==> src/rtl/pxs_pkg.sv <==
package pxs_pkg;

   typedef enum logic [1:0] {
      FMT_PLANAR   = 2'd0,
      FMT_PACKED   = 2'd1,
      FMT_WIDE     = 2'd2,
      FMT_WIDE_ALT = 2'd3
   } pxs_fmt_e;

   // Both upper codes select whole 8-bit pixels
   function automatic logic fmt_is_wide(input pxs_fmt_e f);
      return f[1];
   endfunction

endpackage

==> src/rtl/pxs_shift_bank.sv <==
module pxs_shift_bank
   import pxs_pkg::*;
#(
   parameter int PLANES = 4,
   parameter int BYTE_W = 8
) (
   input  logic                          clk,
   input  logic                          rst_n,
   input  logic                          load_i,
   input  logic                          adv_i,
   input  pxs_fmt_e                      fmt_i,
   input  logic [PLANES*BYTE_W-1:0]      data_i,
   output logic [PLANES-1:0][BYTE_W-1:0] sr_o
);

   localparam int PAIR_W = 2;
   localparam int NIB_W  = 4;

   logic [PLANES-1:0][BYTE_W-1:0] sr_q;
   logic [PLANES-1:0][BYTE_W-1:0] nxt_planar;
   logic [PLANES-1:0][BYTE_W-1:0] nxt_packed;
   logic [PLANES-1:0][BYTE_W-1:0] nxt_wide;
   logic [PLANES-1:0][BYTE_W-1:0] nxt_sel;

   generate
      if (PLANES != 4) begin : g_bad_planes
         $error("pxs_shift_bank: PLANES must be 4");
      end
      if (BYTE_W % NIB_W != 0 || BYTE_W < 2*NIB_W) begin : g_bad_width
         $error("pxs_shift_bank: BYTE_W must be a multiple of 4, at least 8");
      end

      for (genvar p = 0; p < PLANES; p++) begin : g_plane
         // independent lanes, one bit per pixel
         assign nxt_planar[p] = {sr_q[p][BYTE_W-2:0], 1'b0};

         // packed: even plane drains first, refilled from its odd neighbour
         if (p % 2 == 0) begin : g_pk_head
            assign nxt_packed[p] = {sr_q[p][BYTE_W-PAIR_W-1:0],
                                    sr_q[p+1][BYTE_W-1:BYTE_W-PAIR_W]};
         end else begin : g_pk_tail
            assign nxt_packed[p] = {sr_q[p][BYTE_W-PAIR_W-1:0], {PAIR_W{1'b0}}};
         end

         // wide: one chain through all planes, a nibble per step
         if (p < PLANES-1) begin : g_wd_link
            assign nxt_wide[p] = {sr_q[p][BYTE_W-NIB_W-1:0],
                                  sr_q[p+1][BYTE_W-1:BYTE_W-NIB_W]};
         end else begin : g_wd_end
            assign nxt_wide[p] = {sr_q[p][BYTE_W-NIB_W-1:0], {NIB_W{1'b0}}};
         end
      end
   endgenerate

   always_comb begin
      unique case (fmt_i)
         FMT_PLANAR:             nxt_sel = nxt_planar;
         FMT_PACKED:             nxt_sel = nxt_packed;
         FMT_WIDE, FMT_WIDE_ALT: nxt_sel = nxt_wide;
         default:                nxt_sel = nxt_planar;
      endcase
   end

   always_ff @(posedge clk or negedge rst_n) begin
      if (!rst_n)      sr_q <= '0;
      else if (load_i) sr_q <= data_i;
      else if (adv_i)  sr_q <= nxt_sel;
   end

   assign sr_o = sr_q;

   // a load lands every plane byte in one cycle
   p_load_capture_r2: assert property (@(posedge clk) disable iff (!rst_n)
      load_i |=> (sr_q == $past(data_i)));

   // no strobe, no movement
   p_hold_r3: assert property (@(posedge clk) disable iff (!rst_n)
      (!load_i && !adv_i) |=> $stable(sr_q));

   // planar step leaves a zero in every lane's low bit
   p_planar_fill_r4: assert property (@(posedge clk) disable iff (!rst_n)
      (adv_i && !load_i && fmt_i == FMT_PLANAR) |=>
         (sr_q[0][0] == 1'b0 && sr_q[PLANES-1][0] == 1'b0));

   // packed step moves the odd plane's top pair into the even plane
   p_packed_chain_r5: assert property (@(posedge clk) disable iff (!rst_n)
      (adv_i && !load_i && fmt_i == FMT_PACKED) |=>
         (sr_q[0][PAIR_W-1:0] == $past(sr_q[1][BYTE_W-1:BYTE_W-PAIR_W])));

   // wide step feeds plane 0 from plane 1's top nibble
   p_wide_chain_r6: assert property (@(posedge clk) disable iff (!rst_n)
      (adv_i && !load_i && fmt_is_wide(fmt_i)) |=>
         (sr_q[0][NIB_W-1:0] == $past(sr_q[1][BYTE_W-1:BYTE_W-NIB_W])));

endmodule

==> src/rtl/pxs_pix_select.sv <==
module pxs_pix_select
   import pxs_pkg::*;
#(
   parameter int PLANES = 4,
   parameter int BYTE_W = 8
) (
   input  pxs_fmt_e                      fmt_i,
   input  logic [PLANES-1:0][BYTE_W-1:0] sr_i,
   output logic [PLANES-1:0]             pix_o
);

   localparam int PAIR_W = 2;
   localparam int NIB_W  = 4;

   logic [PLANES-1:0] pix_planar;
   logic [PLANES-1:0] pix_packed;
   logic [PLANES-1:0] pix_wide;

   generate
      for (genvar p = 0; p < PLANES; p++) begin : g_lane
         assign pix_planar[p] = sr_i[p][BYTE_W-1];
      end
      for (genvar h = 0; h < PLANES/PAIR_W; h++) begin : g_pair
         // colour bits 1:0 from the plane 0/1 chain, 3:2 from plane 2/3
         assign pix_packed[h*PAIR_W +: PAIR_W] =
            sr_i[h*PAIR_W][BYTE_W-1:BYTE_W-PAIR_W];
      end
   endgenerate

   assign pix_wide = sr_i[0][BYTE_W-1:BYTE_W-NIB_W];

   always_comb begin
      unique case (fmt_i)
         FMT_PLANAR:             pix_o = pix_planar;
         FMT_PACKED:             pix_o = pix_packed;
         FMT_WIDE, FMT_WIDE_ALT: pix_o = pix_wide;
         default:                pix_o = pix_planar;
      endcase
   end

endmodule

==> src/rtl/planar_pixel_serializer.sv <==
module planar_pixel_serializer
   import pxs_pkg::*;
#(
   parameter int PLANES = 4,
   parameter int BYTE_W = 8
) (
   input  logic                     clk,
   input  logic                     rst_n,
   input  logic                     load_i,
   input  logic                     pix_en_i,
   input  logic [1:0]               fmt_i,
   input  logic [PLANES*BYTE_W-1:0] plane_data_i,
   output logic [PLANES-1:0]        pix_o,
   output logic                     hi_nib_o
);

   localparam int PIX_W = PLANES;

   pxs_fmt_e                      fmt_q;
   logic                          phase_q;
   logic [PLANES-1:0][BYTE_W-1:0] sr;
   logic [PIX_W-1:0]              pix;

   generate
      if (PIX_W != 4) begin : g_bad_pix
         $error("planar_pixel_serializer: output nibble must be 4 bits");
      end
   endgenerate

   // format is held with the data it describes
   always_ff @(posedge clk or negedge rst_n) begin
      if (!rst_n)      fmt_q <= FMT_PLANAR;
      else if (load_i) fmt_q <= pxs_fmt_e'(fmt_i);
   end

   // half-pixel phase for the wide format
   always_ff @(posedge clk or negedge rst_n) begin
      if (!rst_n)                                phase_q <= 1'b0;
      else if (load_i)                           phase_q <= 1'b0;
      else if (pix_en_i && fmt_is_wide(fmt_q))   phase_q <= ~phase_q;
   end

   pxs_shift_bank #(.PLANES(PLANES), .BYTE_W(BYTE_W)) u_bank (
      .clk    (clk),
      .rst_n  (rst_n),
      .load_i (load_i),
      .adv_i  (pix_en_i),
      .fmt_i  (fmt_q),
      .data_i (plane_data_i),
      .sr_o   (sr)
   );

   pxs_pix_select #(.PLANES(PLANES), .BYTE_W(BYTE_W)) u_sel (
      .fmt_i (fmt_q),
      .sr_i  (sr),
      .pix_o (pix)
   );

   assign pix_o    = pix;
   assign hi_nib_o = fmt_is_wide(fmt_q) & ~phase_q;

   // the marker only exists in the wide formats
   p_hi_only_wide_r8: assert property (@(posedge clk) disable iff (!rst_n)
      hi_nib_o |-> fmt_q[1]);

   // the marker alternates with every wide-format step
   p_hi_toggle_r8: assert property (@(posedge clk) disable iff (!rst_n)
      (pix_en_i && !load_i && fmt_q[1]) |=> (hi_nib_o != $past(hi_nib_o)));

   // a load starts on an upper half when the new format is wide
   p_load_hi_r2: assert property (@(posedge clk) disable iff (!rst_n)
      load_i |=> (hi_nib_o == $past(fmt_i[1])));

   // outputs frozen without strobes
   p_out_hold_r3: assert property (@(posedge clk) disable iff (!rst_n)
      (!load_i && !pix_en_i) |=> ($stable(pix_o) && $stable(hi_nib_o)));

endmodule

==> config.mk <==
export PLATFORM = sky130hd
export DESIGN_NAME = planar_pixel_serializer
export DESIGN_NICKNAME = d
export VERILOG_FILES = /design/src/rtl/pxs_pkg.sv /design/src/rtl/pxs_shift_bank.sv /design/src/rtl/pxs_pix_select.sv /design/src/rtl/planar_pixel_serializer.sv
export SDC_FILE = /design/constraint.sdc
export NUM_CORES = 1
export LEC_CHECK = 0
export BUFFER_PORTS_ARGS = -buffer_cell sky130_fd_sc_hd__buf_2
export CORE_ASPECT_RATIO = 1.25
export CORE_MARGIN = 10
export CORE_UTILIZATION = 62
export CTS_BUF_LIST = sky130_fd_sc_hd__clkbuf_4 sky130_fd_sc_hd__clkbuf_8
export DETAILED_ROUTE_END_ITERATION = 10
export HOLD_SLACK_MARGIN = 0.03
export MAX_ROUTING_LAYER = met4
export PLACE_DENSITY = 0.91
export SLEW_MARGIN = 20
export SYNTH_ARGS = -nofsm -noshare
export SYNTH_HDL_FRONTEND = slang
export SYNTH_SLANG_ARGS = --single-unit
==> constraint.sdc <==
create_clock -name clk -period 4.1 [get_ports clk]
set_clock_uncertainty 0.15 [all_clocks]
set_input_delay 0.41 -clock clk [delete_from_list [all_inputs] [get_ports clk]]
set_output_delay 0.41 -clock clk [all_outputs]
set_load 0.005 [all_outputs]
# [After elaboration in Yosys (flattened, before gate mapping)]
# Cells that the tools add are included.
# Widths: inputs -> output; s select.
[word_totals] register_bits=35 input_bits=38 out_inout_bits=5 word_cells=22
[classes] n_eq_ne=3 n_mux=6 n_bitwise=2 reduce_logical=5
[ops] operator="$pmux 32 s3" n=1
[ops] operator="$mux 32" n=2
[ops] operator="$pmux 4 s3" n=1
[ops] operator="$eq 2x2->1 const B" n=2
[ops] operator="$reduce_bool 2->1" n=2
[ops] operator="$eq 2x1->1 const B" n=1
[ops] operator="$logic_not 2->1" n=1
[ops] operator="$mux 1" n=2
[ops] operator="$reduce_or 2->1" n=1
[ops] operator="$and 1x1->1" n=1
[ops] operator="$logic_and 1x1->1" n=1
[ops] operator="$not 1->1" n=1

# [Logic depth before layout (Yosys ltp)]
[logic_depth] word_depth=5 ltp_mapped=5 mapped_depth_nobuf=3

# [Hierarchy]
# From an unflattened synthesis, not the netlist that was laid out.
[hier_totals] cells_unflattened=235 area_unflattened_um2=2333.5
[by_module_without_submodules] mod="pxs_shift_bank" instances=1 cells_per_inst=213 area_each_um2=2118.3 seq_area_each_um2=800.8
[by_module_without_submodules] mod="planar_pixel_serializer" instances=1 cells_per_inst=9 area_each_um2=128.9 seq_area_each_um2=75.1
[by_module_without_submodules] mod="pxs_pix_select" instances=1 cells_per_inst=13 area_each_um2=86.3 seq_area_each_um2=0.0

# [Least setup slack after synthesis]
# No wires, ideal clock.
[synth_timing] path_kind="register to output" startpoint="register fmt_q[1]" endpoint="output pix_o[0]" t_arrival_ps=1002 required_ps=3540 setup_slack_ps=2538 path_stages_with_launch=5 n_path_buf=3 path_cell_list="dfrtp_1 > buf_2 > buf_2 > buf_2 > o21ai_0"
[synth_via] elab_chain_cells=3 elab_cells_between_ends=6 classes_between="3 x eq/ne; 1 x mux; 2 x reduce/logical"
[synth_rtl] element="start: declaration" line_no="planar_pixel_serializer.sv:19" source="pxs_fmt_e fmt_q;"
[synth_rtl] element="start signal: assignment" line_no="planar_pixel_serializer.sv:33" source="else if (load_i) fmt_q <= pxs_fmt_e'(fmt_i);"
[synth_rtl] element="$eq 2x2->1" line_no="pxs_pix_select.sv:33" source="unique case (fmt_i)"
[synth_rtl] element="$reduce_or 2->1" line_no="pxs_pix_select.sv:33"
[synth_rtl] element="$pmux 4 s3 (*)" line_no="pxs_pix_select.sv:33"
[synth_rtl] element="end: declaration" line_no="planar_pixel_serializer.sv:13" source="output logic [PLANES-1:0] pix_o,"
# Mark *: on every way between the ends. The rest lies on a longest branch, timed or not.

# [Worst setup path in the final report]
[layout_timing] startpoint="register fmt_q[1]" endpoint="output pix_o[2]"
# Same word-level chain as after synthesis.

==> results.md <==
* Status: complete, no violations
* Buffers on Ports at 42
* Top Layer Used: met4
* First-pass GRT wire length at 9.211 mm
* Fin nets at 301
* Antenna cell count at 0
* Via density per instance at roughly 6.2
* Setup TNS at 0 ns
* Synth cell types at 28
* Post-route ant nets at 0
* Cells along the critical path: buf_4 > o21ai_0 > buf_2
* Clock buffer depth at 2
* Fin crit period at between 2 and 2.5 ns
* Initial antenna violation count at 0
* DIE HEIGHT at just under 90 um
* Synth Area in Compound Gates at 14.29%
* Relative slew margins at roughly 49%
* RSZ-0062 raised after global routing: false
* WL met1 at 2.305 mm
* DR DRC count at 0
* CTS tree: done
* MaxCap Viol Count at 0
* Final weighted congestion in routability-driven placement at roughly 0.83
* Pleak at about 1.2 nW
* Area grow syn2layout at 9.964%
* Synth Area in Simple Gates at between 10% and 20%
* Clock Tree Root: clkbuf_8
* CP Class: reg2out
* Final Hold Vio Count at 0
* Least-Margin Pin Slew at just under 0.8 ns
* Slowest cell on the critical path: buf_4
* Crit-path max cell delay at around 0.47 ns
* Pwr Density at 373.6 mW/mm^2
* Initial core utilization at 63.90%
* Core Area at around 0.0038 sq mm
* Post-synthesis mux area share at between 20 and 30%
* Startpoint Class: register
* Synthesis-stage register bit count at 35
* Vias in the first global route at 1,953
* Met3 wire len at about 290 um
* Met2 wire length at around 2.9 mm
* Slew Limit Fails at 0
* Fin crit share at 50.73%
* Row count at 25
* 1st-iter DRT viols at about 180
* Cts hold-fix bufs at 0
* CP Data Arrival Time at between 1.5 and 2 ns
* Seq/Total Area, Yosys at between 30% and 40%
* Die Area at slightly below 0.007 sq mm
* Most frequent cells in the layout: buf_2 (42), dfrtp_1 (35), mux2i_1 (30), a21oi_1 (27), nor3b_1 (24)
* DR WL/cell at ~19 um
* Fraction of layout cells with a size suffix above 1 at a little under a third
* Clk slew on worst S/H paths at 0.07 ns
* H-Tree Level Count at 2
* Clock sinks at 35
* Syn avg cell area at 10.34 sq um
* Post_cts resized at 0
* WHS at roughly 0.04 ns
* CP Capture Type: output port
* Post-Syn Instances at around 230
* VDD IR max at approximately 0.33 mV
* GRT Util Overall at 18.29%
* Max Fclk at 480.7 MHz
* Most common cell after layout, fill and taps aside: buf_2
* Largest net degree at the start of global routing at 40
* Syn Nets at between 200 and 300
* Post-synthesis xor/xnor area fraction at less than 1%
* WL final at about 5.7 mm
* Final Setup Violations at 0
* Vias at 1,893
* Layout Utilization at a little over two thirds
* Total of warnings raised by yosys at 0
* Critical path peak fanout at 39
* First drt pass iteration count at 4
* Die X at approximately 76 um
* Detailed Place HPWL at slightly below 4 mm
* Clk Latency, worst-skew pair at between 0.2 and 0.3 ns
* Largest family of logic cells by synthesized area: multiplexers
* Synth Area in Adders at 0%
* Min-Delay Path Class: in2async
* I/O Pins at 43
* Cell Area, Synth at between 0.002 and 0.0025 sq mm
* Postcts setup bufs at 0
* Overflow after GRT at 0
* Internal reg-to-reg setup slack at around 2.4 ns
* Number of buffers created by CTS at 5
* Data required, critical path at ~3.5 ns
[cells by family (layout without fill, tap and decap cells)]
logic type      Yosys count  in the layout
mux                      58             58
flops                    35             35
xor+xnor                  1              1
compound gates           65             65
buf+inv                  24             56
simple gates             49             49
[worst max-delay path: cells and delay by family, from the launching register on]
kind | cells | cell delay [ns]
buffers and inverters | 2 | 0.63
DFF | 1 | 0.38
AOI/OAI and AO/OA | 1 | 0.19
[layer usage]
layer,up-vias,track usage [%]
met3,11,4.556
met4,0,6.937
met1,924,19.93
li1,902,-
met2,56,31.14
met5,-,-
[final timing paths]
kind	start	end	depth (start not counted)
hold / removal	rst_n	u_bank.sr_o[14]	1
setup / recovery	fmt_q[1]	pix_o[2]	3
min in group clk	plane_data_i[8]	u_bank.sr_o[8]	3
max in group asynchronous	rst_n	u_bank.sr_o[17]	1
setup reg to reg	fmt_q[1]	u_bank.sr_o[9]	4
hold reg to reg	phase_q	phase_q	2
[cell usage after synthesis]
master     count  area (sq um)
o2bb2ai_1      2         17.52
mux2_2         6         67.56
nand2b_1       1         6.260
a221oi_1       1         8.760
clkbuf_1       5         18.77
buf_12         3         60.06
and3_1         1         6.260
nor3b_2        1         12.51
nand2_1       12         45.04
nand2b_4       1         13.76
buf_6          1         11.26
nor3_1         2         10.01
o22ai_1        2         12.51
mux2_4        22         330.3
nor2b_1        2         12.51
dfrtp_1       35         875.8
nor2_1         3         11.26
a31oi_1        1         6.260
xor2_1         1         8.760
o21ai_1       21         105.1
and2_1         2         12.51
a21oi_1       27         135.1
o31ai_1        1         7.510
o21ai_0       10         50.05
inv_1          2         7.510
mux2i_1       30         300.3
buf_2         13         65.06
nor3b_1       24         180.2
[power by group]
| group | total (mW) | internal, mW | switching [mW] | leakage (nW) |
|---|---|---|---|---|
| sequential | 0.431 | 0.385 | 0.0466 | 0.427 |
| combinational | 0.271 | 0.149 | 0.121 | 0.751 |
| clock | 0.283 | 0.160 | 0.123 | 0.0549 |
[area by class of cell]
class | count | area [sq um]
clock buffers | 8 | 103.9
inverters | 2 | 7.507
well taps | 40 | 50.05
flip-flops and latches | 35 | 875.8
fillers | 292 | 1116
repair buffers | 46 | 240.2
multi-input cells | 173 | 1360
[through the flow]
| step | setup slack [ns] | power (mW) | instances | cell area (sq um) |
|---|---|---|---|---|
| floorplan | 2.538 | 0.6430 | 232 | 2399 |
| global placement | 2.135 | 0.6924 | 296 | 2534 |
| detailed placement | 2.094 | 0.7049 | 296 | 2534 |
| CTS | 2.041 | 0.9885 | 304 | 2638 |
| global route | 1.853 | 1.034 | 304 | 2638 |
| finish | 2.020 | 0.9854 | 304 | 2638 |
[flip-flops by register name, indices dropped and copies added, names as in the netlist]
signal,flops
fmt_q,2
u_bank.sr_o,32
phase_q,1
Note: power is estimated with default switching activity, not from simulation.
